## config.mk

```make
export PLATFORM = sky130hd
export DESIGN_NAME = addr_dehash_unit
export DESIGN_NICKNAME = d
export VERILOG_FILES = /design/src/rtl/addr_dehash_pkg.sv /design/src/rtl/dh_mask_gen.sv /design/src/rtl/dh_fix_stage.sv /design/src/rtl/dh_out_reg.sv /design/src/rtl/addr_dehash_unit.sv
export SDC_FILE = /design/constraint.sdc
export NUM_CORES = 1
export LEC_CHECK = 0
export ABC_AREA = 1
export ABC_CLOCK_PERIOD_IN_PS = 1340
export BUFFER_PORTS_ARGS = -buffer_cell sky130_fd_sc_hd__buf_2
export CAP_MARGIN = 10
export CELL_PAD_IN_SITES_DETAIL_PLACEMENT = 1
export CELL_PAD_IN_SITES_GLOBAL_PLACEMENT = 2
export CORE_MARGIN = 2
export CORE_UTILIZATION = 22
export CTS_CLUSTER_DIAMETER = 30
export CTS_CLUSTER_SIZE = 30
export DETAILED_ROUTE_END_ITERATION = 10
export PLACE_DENSITY_LB_ADDON = 0.08
export REMOVE_ABC_BUFFERS = 1
export SYNTH_ARGS = -nofsm -noshare
export SYNTH_HDL_FRONTEND = slang
export SYNTH_SLANG_ARGS = --single-unit
```

## constraint.sdc

```tcl
create_clock -name clk -period 1.34 [get_ports clk]
set_input_delay 0 -clock clk [delete_from_list [all_inputs] [get_ports clk]]
set_output_delay 0 -clock clk [all_outputs]
set_load 0.05 [all_outputs]
```

## src/rtl/addr_dehash_pkg.sv

```systemverilog
package addr_dehash_pkg;

  localparam int NUM_SEL   = 5;
  localparam int NUM_EN    = 4;
  localparam int MASK_BASE = 8;

  // gap inserted into the shifted channel mask
  localparam int FINE_GAP_AT   = 10;
  localparam int FINE_GAP_W    = 2;
  localparam int COARSE_GAP_AT = 9;
  localparam int COARSE_GAP_W  = 3;

  // position of select bit k
  function automatic int sel_pos(input int k);
    case (k)
      0:       return 8;
      1:       return 9;
      2:       return 12;
      3:       return 13;
      default: return 14;
    endcase
  endfunction

  // position of the term feeding select k under enable e
  function automatic int term_pos(input int k, input int e);
    case (e)
      0:       return 16 + k;
      1:       return 21 + k;
      2:       return 30 + k;
      default: return 40 + k;
    endcase
  endfunction

  // index into (count-1) that lands on mask bit p after a gap, or -1
  function automatic int mask_src(input int p, input int gap_at, input int gap_w);
    if (p < gap_at)               return p - MASK_BASE;
    else if (p < gap_at + gap_w)  return -1;
    else                          return p - gap_w - MASK_BASE;
  endfunction

  function automatic logic [63:0] all_sel_mask();
    logic [63:0] m;
    m = '0;
    for (int k = 0; k < NUM_SEL; k++) m[sel_pos(k)] = 1'b1;
    return m;
  endfunction

endpackage

```

## src/rtl/dh_mask_gen.sv

```systemverilog
module dh_mask_gen
  import addr_dehash_pkg::*;
#(
  parameter int CHAN_W = 5
) (
  input  logic [CHAN_W-1:0]  chan_cnt,
  input  logic               fine_gran,
  output logic [NUM_SEL-1:0] sel_mask
);

  logic [CHAN_W-1:0]  cnt_m1;
  logic [NUM_SEL-1:0] fine_m;
  logic [NUM_SEL-1:0] coarse_m;

  assign cnt_m1 = chan_cnt - CHAN_W'(1);

  for (genvar k = 0; k < NUM_SEL; k++) begin : g_bit
    localparam int SRC_F = mask_src(sel_pos(k), FINE_GAP_AT, FINE_GAP_W);
    localparam int SRC_C = mask_src(sel_pos(k), COARSE_GAP_AT, COARSE_GAP_W);
    if (SRC_F >= 0 && SRC_F < CHAN_W) begin : g_f
      assign fine_m[k] = cnt_m1[SRC_F];
    end else begin : g_fz
      assign fine_m[k] = 1'b0;
    end
    if (SRC_C >= 0 && SRC_C < CHAN_W) begin : g_c
      assign coarse_m[k] = cnt_m1[SRC_C];
    end else begin : g_cz
      assign coarse_m[k] = 1'b0;
    end
  end

  assign sel_mask = fine_gran ? fine_m : coarse_m;

endmodule

```

## src/rtl/dh_fix_stage.sv

```systemverilog
module dh_fix_stage
  import addr_dehash_pkg::*;
#(
  parameter int ADDR_W = 48,
  parameter int SEL_K  = 0
) (
  input  logic [ADDR_W-1:0] addr_i,
  input  logic [NUM_EN-1:0] hash_en,
  input  logic              apply,
  output logic [ADDR_W-1:0] addr_o
);

  localparam int SEL = sel_pos(SEL_K);

  logic [NUM_EN-1:0] terms;
  logic              parity;

  for (genvar e = 0; e < NUM_EN; e++) begin : g_term
    assign terms[e] = addr_i[term_pos(SEL_K, e)];
  end

  assign parity = ^(terms & hash_en);

  always_comb begin
    addr_o      = addr_i;
    addr_o[SEL] = addr_i[SEL] ^ (apply & parity);
  end

endmodule

```

## src/rtl/dh_out_reg.sv

```systemverilog
module dh_out_reg #(
  parameter int W = 48
) (
  input  logic         clk,
  input  logic         rst_n,
  input  logic         s_valid,
  output logic         s_ready,
  input  logic [W-1:0] s_data,
  output logic         m_valid,
  input  logic         m_ready,
  output logic [W-1:0] m_data
);

  assign s_ready = !m_valid || m_ready;

  always_ff @(posedge clk) begin
    if (!rst_n) begin
      m_valid <= 1'b0;
      m_data  <= '0;
    end else if (s_ready) begin
      m_valid <= s_valid;
      if (s_valid) m_data <= s_data;
    end
  end

endmodule

```

## src/rtl/addr_dehash_unit.sv

```systemverilog
module addr_dehash_unit
  import addr_dehash_pkg::*;
#(
  parameter int ADDR_W = 48,
  parameter int CHAN_W = 5
) (
  input  logic              clk,
  input  logic              rst_n,
  input  logic              in_valid,
  output logic              in_ready,
  input  logic [ADDR_W-1:0] in_addr,
  input  logic [CHAN_W-1:0] in_chan_cnt,
  input  logic              in_fine_gran,
  input  logic [NUM_EN-1:0] in_hash_en,
  output logic              out_valid,
  input  logic              out_ready,
  output logic [ADDR_W-1:0] out_addr
);

  logic [NUM_SEL-1:0] sel_mask;
  logic [ADDR_W-1:0]  chain [NUM_SEL+1];

  dh_mask_gen #(.CHAN_W(CHAN_W)) u_mask (
    .chan_cnt  (in_chan_cnt),
    .fine_gran (in_fine_gran),
    .sel_mask  (sel_mask)
  );

  assign chain[0] = in_addr;

  // ascending select order on the running address
  for (genvar k = 0; k < NUM_SEL; k++) begin : g_fix
    dh_fix_stage #(.ADDR_W(ADDR_W), .SEL_K(k)) u_stage (
      .addr_i  (chain[k]),
      .hash_en (in_hash_en),
      .apply   (sel_mask[k]),
      .addr_o  (chain[k+1])
    );
  end

  dh_out_reg #(.W(ADDR_W)) u_oreg (
    .clk     (clk),
    .rst_n   (rst_n),
    .s_valid (in_valid),
    .s_ready (in_ready),
    .s_data  (chain[NUM_SEL]),
    .m_valid (out_valid),
    .m_ready (out_ready),
    .m_data  (out_addr)
  );

endmodule

```

==> impl_metrics.json <==
{
  "outcome": "finished, final reports clean",
  "setup_viol": 0,
  "seq_area_frac_synth_pct": 43.6,
  "tritoncts": "done",
  "required_ns": 1.59,
  "start_util_pct": 22.8,
  "vias_per_cell": 4.22,
  "drive_gt1_share_pct": 25.3,
  "p_leak_nw": 1.84,
  "most-common-layout-cells": "buf_2 (111), nor2_1 (98), nand2_1 (76)",
  "final_common_cell": "buf_2",
  "tightest_slew_ns": 0.267,
  "cts.sinks": 49,
  "dp_hpwl_um": 5620,
  "insertion_delay_ns": 0.30,
  "fin_crit_sh_pct": 88.0,
  "path_cells": "dlygate4sd3_1 -> buf_2 -> nand2_1 -> xor2_1 -> nand2_1 -> nand2_1 -> nand3_1 -> nand3_1 -> nand2_1 -> inv_1",
  "gp_congestion": 0.687,
  "first_pass_iters": 4,
  "max_stage_delay_ns": 0.56,
  "cts_root_buffer": "clkbuf_8",
  "fin_crit_ns": 1.18,
  "placed_area_sq_um": 2990,
  "grt.overflow.total": 0,
  "utilization_pct": 35.6,
  "crit_path_max_fanout": 2,
  "ys_types": 17,
  "hold_ws_ns": 0.00289,
  "fmax_mhz": 848,
  "finalWorstSetupSlack_ns": 0.161,
  "setup.worst_path.start": "in_addr[21]",
  "maxSlewHeadroom_pct": 82.3,
  "die_width_um": 105,
  "r2r-start": "u_oreg.m_valid",
  "worstSetupEndpointType": "register",
  "rsz0062_at_grt": "false",
  "ctsHtreeMaxLevel": 2,
  "peakVddDrop_v": 0.000351,
  "slew_violations": 0,
  "post_cts_buffers": 0,
  "yosysWarnings": 0,
  "synth.avg_cell_area_sq_um": 6.52,
  "cpMostUsedCell": "nand2_1",
  "vias": 2674,
  "diodes": 0,
  "grt_max_degree": 45,
  "slowest_stage": "dlygate4sd3_1",
  "finalHoldViolations": 0,
  "synth_cells": 345,
  "port_buffers": 111,
  "path_class": "in2reg",
  "ant_nets": 0,
  "pin_count": 112,
  "path_buf_inv": 3,
  "power_density_nw_per_um2": 1060,
  "dp_slack_ns": 0.196,
  "row_count": 36,
  "antenna_found_initial": 0,
  "critPathTopFamily": "buffers and inverters",
  "cts.path.max_buffers": 2,
  "cts.clk_slew.worst_paths_ns": 0.09,
  "route.detailed.wl_per_inst_um": 12.0,
  "worstPathArrival_ns": 1.43,
  "cap_violations": 0,
  "hold_path.class": "in2reg",
  "grt_pass1_wl_um": 12900,
  "synth_seq_cells": 49,
  "cts_buffers": 5,
  "dieArea_sq_um": 11100,
  "finalPower_mw": 3.73,
  "grt_pass1_vias": 2709,
  "drcViolationCount": 0,
  "drt_iter0_markers": 41,
  "core_area_sq_um": 9860,
  "nNetsFinal": 563,
  "start_kind": "input pin",
  "worstHoldStart": "in_addr[44]",
  "track_usage_pct": 14.3,
  "drt_wl_total_um": 7630,
  "fin_worst_skew_ns": 0.00498,
  "die_h_um": 105,
  "syn_to_final_growth_pct": 56.1,
  "design_area_sq_um": 3510,
  "syn_area_sq_um": 2250
}
-- through the flow --
stage          setup TNS [ns]  cells
2_1_floorplan          -44.83    332
3_3_place_gp                0    582
3_5_place_dp                0    582
4_1_cts                     0    634
5_1_grt                     0    634
6_report                    0    634
-- what timing repair did --
action | 4_1_cts | 5_1_grt
gates resized for setup | 0 | 0
endpoints found under the hold margin | 44 | 0
hold buffers | 44 | 0
-- layer usage --
layer	track usage, %	up-vias	routed length (um)
met1	18.1	1214	3470
li1	-	1387	-
met4	3.14	0	75
met3	2.74	6	363
met5	0	-	0
met2	25.2	67	3710
-- synth_stat cells --
cell / count / area (sq um)
inv_1: 25 / 93.8
a21oi_2: 1 / 8.76
dfxtp_1: 49 / 981
buf_2: 4 / 20.0
a21oi_1: 1 / 5.00
o21ai_0: 45 / 225
nor2_1: 98 / 368
xor2_1: 4 / 35.0
nand2_2: 1 / 6.26
buf_4: 1 / 7.51
clkbuf_1: 8 / 30.0
nand3_1: 23 / 115
ha_1: 1 / 12.5
inv_2: 1 / 3.75
xnor2_1: 4 / 35.0
nand2_1: 76 / 285
nand4_1: 3 / 18.8
-- registers in the layout, summed over array words and instances (netlist names) --
| signal | count |
|---|---|
| u_oreg.m_data | 48 |
| u_oreg.m_valid | 1 |
-- final timing paths --
check,end,slack [ns],cells past startpoint
hold / removal,u_oreg.m_data[44],0.003,3
hold reg to reg,u_oreg.m_data[11],0.48,2
setup / recovery,u_oreg.m_data[8],0.16,10
setup reg to reg,u_oreg.m_data[13],0.21,7
-- worst register-to-register path: cells and delay by family, from the launching register on --
kind / cells / cell delay [ns]
buf+inv: 2 / 0.30
flops: 1 / 0.32
simple gates: 5 / 0.40
-- final cells by class --
cell class                 instances  area [sq um]
multi-input combinational        257          1110
fill                            1293          6350
tap                              133           166
clock inverter                     2          15.0
sequential                        49           981
timing repair buffer             161          1070
inverter                          26          97.6
clock buffer                       6          72.6
-- report_power, final --
group          total [mW]  switching [mW]  internal [mW]  leakage, nW
Combinational        1.20           0.810          0.391         1.40
Clock               0.899           0.529          0.369       0.0374
Sequential           1.63          0.0557           1.57        0.407
-- kinds of logic (layout without fill, tap and decap cells) --
family	count (synthesis)	after routing	synth area share (%)
buf+inv	39	195	6.89
fa+ha+maj	1	1	0.556
flops	49	49	43.6
compound gates	47	47	10.6
xor+xnor	8	8	3.11
simple gates	201	201	35.2
Note: power is estimated with default switching activity, not from simulation.
